--- config.mk ---
export PLATFORM = sky130hd
export DESIGN_NAME = fpc_unit
export DESIGN_NICKNAME = d
export VERILOG_FILES = /design/src/rtl/fpc_pkg.sv /design/src/rtl/fpc_predict.sv /design/src/rtl/fpc_select.sv /design/src/rtl/fpc_unit.sv
export SDC_FILE = /design/constraint.sdc
export NUM_CORES = 1
export LEC_CHECK = 0
export ABC_AREA = 1
export BUFFER_PORTS_ARGS = -buffer_cell sky130_fd_sc_hd__buf_2
export CAP_MARGIN = 25
export CORE_ASPECT_RATIO = 1.4
export CORE_UTILIZATION = 43
export CTS_BUF_LIST = sky130_fd_sc_hd__clkbuf_4
export CTS_CLUSTER_SIZE = 14
export DETAILED_ROUTE_END_ITERATION = 8
export PLACE_DENSITY_LB_ADDON = 0.08
export SETUP_SLACK_MARGIN = 0.5
export SLEW_MARGIN = 5
export SYNTH_ARGS = -nofsm -noshare
export SYNTH_HDL_FRONTEND = slang
export SYNTH_SLANG_ARGS = --single-unit
--- constraint.sdc ---
create_clock -name clk -period 1.2 [get_ports clk]
set_input_delay 0.24 -clock clk [delete_from_list [all_inputs] [get_ports clk]]
set_output_delay 0.24 -clock clk [all_outputs]
set_load 0.01 [all_outputs]
--- src/rtl/fpc_pkg.sv ---
// Shared defaults for the fetch address selector.
// Assumes class codes are already decoded upstream.
package fpc_pkg;
    localparam int DEF_AW = 32;
    localparam int DEF_CW = 2;
    localparam logic [DEF_CW-1:0] DEF_OTHER = 2'd0;
    localparam logic [DEF_CW-1:0] DEF_JUMP  = 2'd1;
    localparam logic [DEF_CW-1:0] DEF_CALL  = 2'd2;
    localparam logic [DEF_CW-1:0] DEF_RET   = 2'd3;
endpackage

--- src/rtl/fpc_predict.sv ---
// Forms the guessed next address from the fetched instruction.
// Jumps are guessed taken; returns request no update of the register.
module fpc_predict #(
    parameter int AW = fpc_pkg::DEF_AW,
    parameter int CW = fpc_pkg::DEF_CW,
    parameter logic [CW-1:0] CLS_OTHER = fpc_pkg::DEF_OTHER,
    parameter logic [CW-1:0] CLS_JUMP  = fpc_pkg::DEF_JUMP,
    parameter logic [CW-1:0] CLS_CALL  = fpc_pkg::DEF_CALL,
    parameter logic [CW-1:0] CLS_RET   = fpc_pkg::DEF_RET
) (
    input  logic [CW-1:0] cls,
    input  logic [AW-1:0] incr,
    input  logic [AW-1:0] konst,
    output logic [AW-1:0] guess,
    output logic          guess_ok
);
    // Choose the guess by class of the fetched instruction.
    always_comb begin
        guess    = incr;
        guess_ok = 1'b1;
        if (cls == CLS_CALL || cls == CLS_JUMP) begin
            guess = konst;
        end else if (cls == CLS_RET) begin
            guess_ok = 1'b0;
        end else if (cls == CLS_OTHER) begin
            guess = incr;
        end
    end
endmodule

--- src/rtl/fpc_select.sv ---
// Priority selector for the fetch address.
// A Memory-stage jump with a false condition outranks a Writeback return,
// and both outrank the registered guess.
module fpc_select #(
    parameter int AW = fpc_pkg::DEF_AW,
    parameter int CW = fpc_pkg::DEF_CW,
    parameter logic [CW-1:0] CLS_JUMP = fpc_pkg::DEF_JUMP,
    parameter logic [CW-1:0] CLS_RET  = fpc_pkg::DEF_RET
) (
    input  logic [CW-1:0] mem_cls,
    input  logic          mem_cond,
    input  logic [AW-1:0] mem_fall,
    input  logic [CW-1:0] wb_cls,
    input  logic [AW-1:0] wb_load,
    input  logic [AW-1:0] pred,
    output logic [AW-1:0] pc_out,
    output logic          mis_fix,
    output logic          ret_fix
);
    // Detect the two redirect conditions.
    always_comb begin
        mis_fix = (mem_cls == CLS_JUMP) && !mem_cond;
        ret_fix = (wb_cls == CLS_RET);
    end

    // Pick the fetch address by priority.
    always_comb begin
        if (mis_fix)      pc_out = mem_fall;
        else if (ret_fix) pc_out = wb_load;
        else              pc_out = pred;
    end
endmodule

--- src/rtl/fpc_unit.sv ---
// Top of the fetch address selector: holds the prediction register and
// combines it with the later-stage redirects. Synchronous active-low reset.
module fpc_unit #(
    parameter int AW = fpc_pkg::DEF_AW,
    parameter int CW = fpc_pkg::DEF_CW,
    parameter logic [CW-1:0] CLS_OTHER = fpc_pkg::DEF_OTHER,
    parameter logic [CW-1:0] CLS_JUMP  = fpc_pkg::DEF_JUMP,
    parameter logic [CW-1:0] CLS_CALL  = fpc_pkg::DEF_CALL,
    parameter logic [CW-1:0] CLS_RET   = fpc_pkg::DEF_RET
) (
    input  logic          clk,
    input  logic          rst_n,
    input  logic          fetch_stall,
    input  logic [CW-1:0] f_cls,
    input  logic [AW-1:0] f_incr,
    input  logic [AW-1:0] f_const,
    input  logic [CW-1:0] mem_cls,
    input  logic          mem_cond,
    input  logic [AW-1:0] mem_fall,
    input  logic [CW-1:0] wb_cls,
    input  logic [AW-1:0] wb_load,
    output logic [AW-1:0] fetch_pc,
    output logic [AW-1:0] pred_pc
);
    logic [AW-1:0] pred_q;
    logic [AW-1:0] guess;
    logic          guess_ok;
    logic          mis_fix;
    logic          ret_fix;
    logic          armed;

    fpc_predict #(.AW(AW), .CW(CW), .CLS_OTHER(CLS_OTHER), .CLS_JUMP(CLS_JUMP),
                  .CLS_CALL(CLS_CALL), .CLS_RET(CLS_RET)) predict_i (
        .cls(f_cls), .incr(f_incr), .konst(f_const),
        .guess(guess), .guess_ok(guess_ok)
    );

    fpc_select #(.AW(AW), .CW(CW), .CLS_JUMP(CLS_JUMP), .CLS_RET(CLS_RET)) select_i (
        .mem_cls(mem_cls), .mem_cond(mem_cond), .mem_fall(mem_fall),
        .wb_cls(wb_cls), .wb_load(wb_load), .pred(pred_q),
        .pc_out(fetch_pc), .mis_fix(mis_fix), .ret_fix(ret_fix)
    );

    // Prediction register: zero on reset, held on stall or return.
    always_ff @(posedge clk) begin
        if (!rst_n)                     pred_q <= '0;
        else if (!fetch_stall && guess_ok) pred_q <= guess;
    end

    // Marks that the previous edge was out of reset, for history checks.
    always_ff @(posedge clk) begin
        if (!rst_n) armed <= 1'b0;
        else        armed <= 1'b1;
    end

    assign pred_pc = pred_q;

    // stall freezes the register.
    p_stall_hold_r10: assert property (@(posedge clk) disable iff (!rst_n)
        armed && $past(fetch_stall) |-> $stable(pred_pc));
    // a fetched return makes no guess.
    p_ret_hold_r5: assert property (@(posedge clk) disable iff (!rst_n)
        armed && $past(f_cls == CLS_RET) |-> $stable(pred_pc));
    // sequential instructions guess the incremented address.
    p_other_incr_r2: assert property (@(posedge clk) disable iff (!rst_n)
        armed && $past(!fetch_stall && f_cls == CLS_OTHER) |-> pred_pc == $past(f_incr));
    // calls guess the constant.
    p_call_const_r3: assert property (@(posedge clk) disable iff (!rst_n)
        armed && $past(!fetch_stall && f_cls == CLS_CALL) |-> pred_pc == $past(f_const));
    // jumps guessed taken.
    p_jump_const_r4: assert property (@(posedge clk) disable iff (!rst_n)
        armed && $past(!fetch_stall && f_cls == CLS_JUMP) |-> pred_pc == $past(f_const));
    // a not-taken Memory jump wins.
    p_mis_redirect_r6: assert property (@(posedge clk) disable iff (!rst_n)
        (mem_cls == CLS_JUMP && !mem_cond) |-> fetch_pc == mem_fall);
    // the return target is used when no Memory redirect is present.
    p_ret_redirect_r8: assert property (@(posedge clk) disable iff (!rst_n)
        (wb_cls == CLS_RET && !(mem_cls == CLS_JUMP && !mem_cond)) |-> fetch_pc == wb_load);
    // otherwise the register drives the fetch address.
    p_pred_used_r11: assert property (@(posedge clk) disable iff (!rst_n)
        (!mis_fix && !ret_fix) |-> fetch_pc == pred_pc);
endmodule

==> results.toml, run 1 <==
[route]
wl_per_cell_um = 17.8
ant_nets = 0
detail_route.first_pass.iterations = 5
vias_per_cell = 5.53
vias = 5042
wirelength_um = 16300
drc = 0
drt_iter0_markers = 495

[logic_synthesis]
synth_area_mm2 = 0.00295
ys_warn_count = 0
synthCells = 562
ys_seq_elements = 32
ys_seq_area_share_pct = 21.7
synth.distinct_cells = 16
avgSynthCellArea_um2 = 5.25
synth_nets = 701

[die]
ios = 202
core_region_area_mm2 = 0.00661
die_area_mm2 = 0.00719
die_y_um = 100
std_cell_rows = 35
dieWidth_um = 72.0
start_util_pct = 44.6

[grt]
grt_pass1_vias = 4236
overflow = 0
antenna_found_initial = 0
grt_start_max_net_pins = 33
grtUsageTotal_pct = 34.7
grt_pass1_wl_um = 19700

[final_layout]
layout-drive-gt1-share_pct = 56.0
diodes = 0
fill_cells = 292
final_cell_mix = "nand2_1, buf_6, buf_2"
layout_commonest_cell = "nand2_1"
design_area_mm2 = 0.00604
nets = 958
syn_to_final_growth_pct = 105
final_cells = 912
largest_reg_flops = 32

[worst_setup_path]
cp_max_fo = 2
cp.arrival_ns = 1.17
startpoint_type = "register"
crit_required_ns = 0.96
critical_path_class = "register to primary output"
end_kind = "primary output"

[placement]
dp_hpwl_um = 8070
dpl-instance-area_mm2 = 0.00413
place_congestion = 0.942
pre_cts_ws_ns = -0.108
place_inst = 832
io_buffers = 201

[timing]
grt_setup_unrepaired = "true"
worst_pin_slew_ns = 0.432
fin_crit_sh_pct = 117
clock.fmax_mhz = 709
fin_skew_ns = 0
setup_violations = 52
slew_headroom_pct = 71.2
layout_min_cycle_time_ns = 1.41
slew_violations = 0
setup_slack_ns = -0.210
hold_violations = 0

[pwr]
p_leak_nw = 3.34
ir_worst_vdd_v = 0.000906
powerDensity_mw_per_mm2 = 811

[outcome]
status = "finished with violations"
violations = "setup timing"

[clock_network]
cts_max_level = 2
cts_root_buf = "clkbuf_4"
cts_buffers = 5
clk_latency_ns = 0.37
cts.clk_slew.worst_paths_ns = 0.12
clkSinkCount = 32
cts_max_path_buffers = 2
tritoncts = "done"

[job]
cap_violations = 0

[hold_path]
hold_path_class = "input port to register"
==> area by class of cell <==
cell class | instances | area [µm²] | share of cell area [%]
clock inverter | 2 | 35.0 | 0.580
inverter | 67 | 267 | 4.41
multi-input combinational | 420 | 2240 | 37.1
timing repair buffer | 293 | 2640 | 43.8
tap | 92 | 115 | 1.91
sequential | 32 | 691 | 11.4
clock buffer | 6 | 45.0 | 0.746
==> report_power, final <==
group | leakage, nW | total [W] | switching [W] | internal [W]
Combinational | 3.02 | 0.00272 | 0.00133 | 0.00138
Sequential | 0.277 | 0.00127 | 0.0000952 | 0.00117
Clock | 0.0456 | 0.000916 | 0.000457 | 0.000459
Total | 3.34 | 0.00490 | 0.00188 | 0.00301
==> cell usage after synthesis <==
library cell / n / area, µm²
buf_2: 24 / 120
buf_4: 7 / 52.6
buf_6: 9 / 101
clkbuf_2: 3 / 15.0
dfxtp_1: 32 / 641
ha_1: 1 / 12.5
inv_1: 66 / 248
inv_2: 1 / 3.75
nand2_1: 256 / 961
nand2_4: 1 / 11.3
nand3_1: 32 / 160
nand3_2: 1 / 10.0
nand4_1: 32 / 200
nor2_1: 64 / 240
nor2_4: 1 / 11.3
o21ai_0: 32 / 160
==> routing by layer <==
layer | track usage [%] | vias to the layer above | routed length (µm)
met3 | 5.92 | 112 | 1310
li1 | - | 2237 | -
met5 | 0 | - | 0
met4 | 14.0 | 0 | 1160
met2 | 67.1 | 406 | 8260
met1 | 36.1 | 2287 | 5540
==> critical path: stages (launching register included) <==
cell and delay (ns):
dfxtp_2 0.36, nand2_1 0.08, nand2_1 0.09, nand2_1 0.08
nand2_2 0.08, buf_6 0.11
==> what timing repair did <==
action / CTS / global route
cloned: 4 / 3
pin swaps: 43 / 49
hold endpoints to repair: 0 / 0
hold buffers: 0 / 0
resized for setup: 241 / 102
setup endpoints to repair: 96 / 96
setup buffers: 41 / 24
==> through the flow <==
stage / setup TNS [ns] / util [%] / hold slack [ns] / total power (W)
after floorplan: 0 / - / 0.366 / 0.00217
final: -5.66 / 91.3 / 0.170 / 0.00490
after detailed placement: -3.19 / 62.5 / 0.532 / 0.00276
after global routing: -7.30 / 91.3 / 0.192 / 0.00507
after CTS: -2.65 / 82.9 / 0.181 / 0.00434
after global placement: -2.52 / 62.5 / 0.531 / 0.00274
==> kinds of logic (layout without fill, tap and decap cells) <==
kind of cell	count (synthesis)	in the layout	share of synthesized area [%]
simple gates	387	387	54.1
buf+inv	110	368	18.3
compound gates	32	32	5.43
flops	32	32	21.7
fa+ha+maj	1	1	0.424
==> worst paths after layout <==
path,startpoint,endpoint,slack (ns),cells past startpoint
min reg2reg,pred_pc[23]$_SDFFE_PN0P_,pred_pc[23]$_SDFFE_PN0P_,0.62,4
max reg2reg,pred_pc[28]$_SDFFE_PN0P_,pred_pc[28]$_SDFFE_PN0P_,0.09,6
max,pred_pc[29]$_SDFFE_PN0P_,fetch_pc[29],-0.21,5
min,f_const[0],pred_pc[0]$_SDFFE_PN0P_,0.17,5
Power figures use the tool's default switching activity.
==> inputs of run 2 (changes only) <==
==> constraint.sdc (replaced) <==
create_clock -name clk -period 1.4 [get_ports clk]
set_input_delay 0.28 -clock clk [delete_from_list [all_inputs] [get_ports clk]]
set_output_delay 0.28 -clock clk [all_outputs]
set_load 0.01 [all_outputs]
==> run 2 against run 1 <==
  * The run still ends with setup timing left
  * Non-clock buffer count is 4 higher
  * First-iteration DRC count is 4.4% lower
  * Register-to-register slack better by 0.21 ns
  * Utilization is 0.79 points higher
  * Largest cell class unchanged
==> results.toml, run 2 (synthesized netlist as in run 1, its figures left out) <==
[outcome]
status = "finished with violations"
violations = "setup timing"

[die]
core_region_area_mm2 = 0.00661
ios = 202
std_cell_rows = 35
die_area_mm2 = 0.00719
start_util_pct = 44.6
die_y_um = 100
dieWidth_um = 72.0

[grt]
grt_use_met1_pct = 36.0
overflow = 0
grt_pass1_wl_um = 18800
use_met3_pct = 4.02
antenna_found_initial = 2
grt_busiest_layer = "met2"
grt_start_max_net_pins = 33
grtUsageTotal_pct = 33.1
grt_pass1_vias = 3990
grt_util_met2_pct = 62.8

[clock_network]
clk_latency_ns = 0.35
tritoncts = "done"
cts_max_path_buffers = 2
cts_max_level = 2
cts.clk_slew.worst_paths_ns = 0.12
clkSinkCount = 32
cts_buffers = 5
cts_root_buf = "clkbuf_4"
hold_buffers = 0

[pwr]
p_leak_nw = 3.38
powerDensity_mw_per_mm2 = 670
ir_worst_vdd_v = 0.000630

[route]
vias = 5309
vias_per_cell = 5.77
ant_nets = 0
wirelength_um = 18000
wl_per_cell_um = 19.5
drc = 0
detail_route.first_pass.iterations = 5
drt_iter0_markers = 473

[timing]
fin_crit_sh_pct = 102
slew_violations = 0
grt_setup_unrepaired = "true"
setup_slack_ns = -0.0284
clock.fmax_mhz = 700
slew_headroom_pct = 57.5
hold_ws_ns = 0.242
worst_pin_slew_ns = 0.638
setup_violations = 1
hold_violations = 0
fin_skew_ns = 0
layout_min_cycle_time_ns = 1.43

[worst_setup_path]
crit_required_ns = 1.12
worstSetupStartpoint = "pred_pc[28]$_SDFFE_PN0P_"
cp_max_fo = 2
end_kind = "primary output"
startpoint_type = "register"
critical_path_class = "register to primary output"
r2r_start = "pred_pc[26]$_SDFFE_PN0P_"
cp.arrival_ns = 1.15

[final_layout]
final_cell_mix = "nand2_1, buf_2, buf_6"
layout_commonest_cell = "nand2_1"
layout-drive-gt1-share_pct = 59.1
nets = 965
largest_reg_flops = 32
syn_to_final_growth_pct = 107

[hold_path]
hp-start = "f_const[23]"
hold_path_class = "input port to register"

[placement]
pre_cts_ws_ns = 0.0235
io_buffers = 201
dp_hpwl_um = 8350
place_congestion = 0.992

[job]
cap_violations = 0
## run 2: per-layer routing
layer	wire length, µm	vias up
met5	0	-
met4	1730	0
met3	1820	160
met2	8620	501
met1	5800	2393
li1	-	2255
## run 2: area by class of cell
| cell class | instances | area (µm²) |
|---|---|---|
| timing repair buffer | 297 | 2700 |
| multi-input combinational | 420 | 2210 |
| sequential | 32 | 701 |
| fill | 266 | 523 |
| inverter | 67 | 272 |
| tap | 92 | 115 |
| clock buffer | 5 | 37.5 |
| timing repair inverter | 3 | 36.3 |
| clock inverter | 2 | 12.5 |
| antenna | 2 | 5.00 |
## run 2: path summary, 6_finish.rpt
kind	slack (ns)	to	cells after the start
worst min-delay path	0.24	pred_pc[23]$_SDFFE_PN0P_	5
worst max register to register	0.30	pred_pc[26]$_SDFFE_PN0P_	8
worst max-delay path	-0.03	fetch_pc[28]	5
worst min register to register	0.70	pred_pc[30]$_SDFFE_PN0P_	4
## run 2: repair_timing
action	CTS	global route
resized for setup	151	203
pin swaps	32	69
endpoints found under the setup margin	71	96
gates cloned	3	9
setup buffers	37	34
## run 2: critical path, stage by stage (launching register included)
cell and delay [ns]:
dfxtp_2 0.36, nand2_1 0.06, nand2_2 0.11, nand2_1 0.09, nand2_2 0.07, buf_6 0.10
## run 2: where the power goes
group	switching [W]	internal, W
clock	0.000358	0.000183
combinational	0.00121	0.00124
sequential	0.0000924	0.00100
## run 2: through the flow
step | util (%) | instance area [µm²] | instances | power (W) | TNS, ns
floorplan | - | 3120 | 562 | 0.00186 | 0
global placement | 62.2 | 4120 | 828 | 0.00235 | 0
detailed placement | 62.2 | 4120 | 828 | 0.00236 | 0
CTS | 77.2 | 5110 | 875 | 0.00333 | 0
global route | 92.1 | 6090 | 920 | 0.00423 | -0.330
finish | 92.1 | 6090 | 920 | 0.00408 | -0.0284
==> inputs of run 3 (changes only) <==
--- a/config.mk
+++ b/config.mk
@@ -9,7 +9,7 @@
 export BUFFER_PORTS_ARGS = -buffer_cell sky130_fd_sc_hd__buf_2
 export CAP_MARGIN = 25
 export CORE_ASPECT_RATIO = 1.4
-export CORE_UTILIZATION = 43
+export CORE_UTILIZATION = 39
 export CTS_BUF_LIST = sky130_fd_sc_hd__clkbuf_4
 export CTS_CLUSTER_SIZE = 14
 export DETAILED_ROUTE_END_ITERATION = 8
==> constraint.sdc (replaced) <==
create_clock -name clk -period 1.15 [get_ports clk]
set_input_delay 0.23 -clock clk [delete_from_list [all_inputs] [get_ports clk]]
set_output_delay 0.23 -clock clk [all_outputs]
set_load 0.01 [all_outputs]
==> run 3 against run 2 <==
  * The run still ends with setup timing left
  * Clock-buffer cell count up 1
  * Wire length fell by 8.4%
  * Final area rose by 5.2%
  * Utilization down 4.5 points
  * Non-clock buffer count is 2 higher
  * Combinational power grew 28%
  * Via count decreased by 6.0%
  * Largest power group unchanged
  * Highest routed layer unchanged
==> results.toml, run 3 (synthesized netlist as in run 1, its figures left out) <==
[outcome]
status = "finished with violations"
violations = "setup timing"

[worst_setup_path]
r2r_start = "pred_pc[8]$_SDFFE_PN0P_"
worstSetupStartpoint = "pred_pc[0]$_SDFFE_PN0P_"
cpPeakStageDelay_ns = 0.38
cp-endpoint = "fetch_pc[0]"
ff2ff_setup_slack_ns = 0.09
r2r_cells = 8
cpMaxStageDelayCell = "dfxtp_4"
crit_required_ns = 0.92
cp_max_fo = 2
critical_path_class = "register to primary output"
rr_endpoint = "pred_pc[8]$_SDFFE_PN0P_"
cp.arrival_ns = 1.12
crit_top_cell = "nand2_2"
crit_chain = "nand2_2 > nand2_2 > nand2_1 > nand2_2 > buf_6"
end_kind = "primary output"
startpoint_type = "register"

[clock_network]
cts_max_level = 2
clkSinkCount = 32
cts_root_buf = "clkbuf_4"
cts_max_path_buffers = 2
cts.clk_slew.worst_paths_ns = 0.11
clk_latency_ns = 0.36
tritoncts = "done"
cts_buffers = 5

[timing]
fin_skew_ns = 0
fin_crit_sh_pct = 117
slew_violations = 0
clock.fmax_mhz = 743
slew_headroom_pct = 76.3
grt_setup_unrepaired = "true"
setup_tns_ns = -7.67
worst_pin_slew_ns = 0.356
setup_violations = 63
layout_min_cycle_time_ns = 1.35
setup_slack_ns = -0.196
hold_violations = 0

[route]
ant_nets = 0
wirelength_um = 16500
vias = 4988
detail_route.first_pass.iterations = 5
drc = 0
drt_iter0_markers = 331
wl_per_cell_um = 17.8
vias_per_cell = 5.38

[pwr]
seq_power_share_pct = 24.5
switching_power_w = 0.00210
combPwrFrac_pct = 57.9
p_clk_share_pct = 17.6
internal_power_w = 0.00330
powerDensity_mw_per_mm2 = 842
ir_worst_vdd_v = 0.000568
power_switching_share_pct = 38.8
p_leak_nw = 3.50

[placement]
pre_cts_ws_ns = -0.124
io_buffers = 201
place_congestion = 0.879
dp_hpwl_um = 8430
place_inst = 837

[grt]
grtUsageTotal_pct = 34.6
grt_start_max_net_pins = 33
grt_pass1_vias = 4526
grt_pass1_wl_um = 20800
overflow = 0
antenna_found_initial = 1

[final_layout]
largest_reg_flops = 32
multi_input_area_mm2 = 0.00244
syn_to_final_growth_pct = 117
layout-drive-gt1-share_pct = 65.7
nets = 967
fill_cells = 391
final_cells = 927
final_cell_mix = "buf_2, buf_6, nand2_1"
regArea_um2 = 688
post-route-util_pct = 87.6
layout_commonest_cell = "buf_2"

[die]
die_area_mm2 = 0.00792
std_cell_rows = 37
die_y_um = 105
core_region_area_mm2 = 0.00731
ios = 202
start_util_pct = 40.3
dieWidth_um = 75.5

[hold_path]
hold_path_class = "input port to register"

[job]
cap_violations = 0
## run 3: cell count changes in the layout (fill, tap and decap cells not counted), sizes merged
cell / before / now
clkinvlp: 1 / 0
buf: 291 / 299
clkbuf: 11 / 6
diode: 2 / 1
bufinv: 0 / 1
## run 3: layer usage
metal | GRT usage [%] | part of all wire, % | vias up
met3 | 6.27 | 7.8 | 96
met1 | 34.4 | 32 | 2334
met2 | 64.2 | 54 | 304
met4 | 18.9 | 6.3 | 0
met5 | 0 | 0 | -
li1 | - | - | 2254
## run 3: power by group through the flow
stage               Clock [W]  Sequential [W]  Combinational (W)
floorplan                   0         0.00134           0.000930
global placement            0         0.00132            0.00155
detailed placement          0         0.00132            0.00157
CTS                  0.000906         0.00131            0.00255
global route          0.00100         0.00133            0.00331
finish               0.000949         0.00132            0.00313
## run 3: worst min-delay path by stage
| stage | start | end | cells past startpoint |
|---|---|---|---|
| 6_report | f_const[23] | pred_pc[23]$_SDFFE_PN0P_ | 5 |
| 5_1_grt | f_const[13] | pred_pc[13]$_SDFFE_PN0P_ | 5 |
| 4_1_cts | f_const[30] | pred_pc[30]$_SDFFE_PN0P_ | 5 |
| 3_5_place_dp | f_const[30] | pred_pc[30]$_SDFFE_PN0P_ | 5 |
| 3_3_place_gp | f_const[22] | pred_pc[22]$_SDFFE_PN0P_ | 5 |
| 2_1_floorplan | rst_n | pred_pc[16]$_SDFFE_PN0P_ | 2 |
## run 3: timing repair
item                       CTS  global route
resized for setup          264           142
buffers inserted            43            29
pin swaps                   80            63
setup endpoints to repair   96            96
cloned                       8             1
hold buffers                 0             0
## run 3: area by class of cell
class / count / share of cell area (%)
multi-input combinational: 420 / 38.0
antenna: 1 / 0.0390
inverter: 67 / 4.16
clock buffer: 6 / 0.703
clock inverter: 2 / 0.547
timing repair buffer: 299 / 42.6
sequential: 32 / 10.7
tap: 97 / 1.89
timing repair inverter: 3 / 1.25
## run 3: critical path: cells and delay by family, from the launching register on
family	cells	cell delay, ns
buf+inv	1	0.11
flops	1	0.38
simple gates	4	0.26
## run 3: metrics by stage
stage | hold WS [ns] | area, µm² | power (W)
finish | 0.172 | 6410 | 0.00540
global route | 0.184 | 6410 | 0.00563
CTS | 0.169 | 5740 | 0.00477
detailed placement | 0.526 | 4160 | 0.00289
global placement | 0.522 | 4160 | 0.00287
floorplan | 0.356 | 3120 | 0.00227
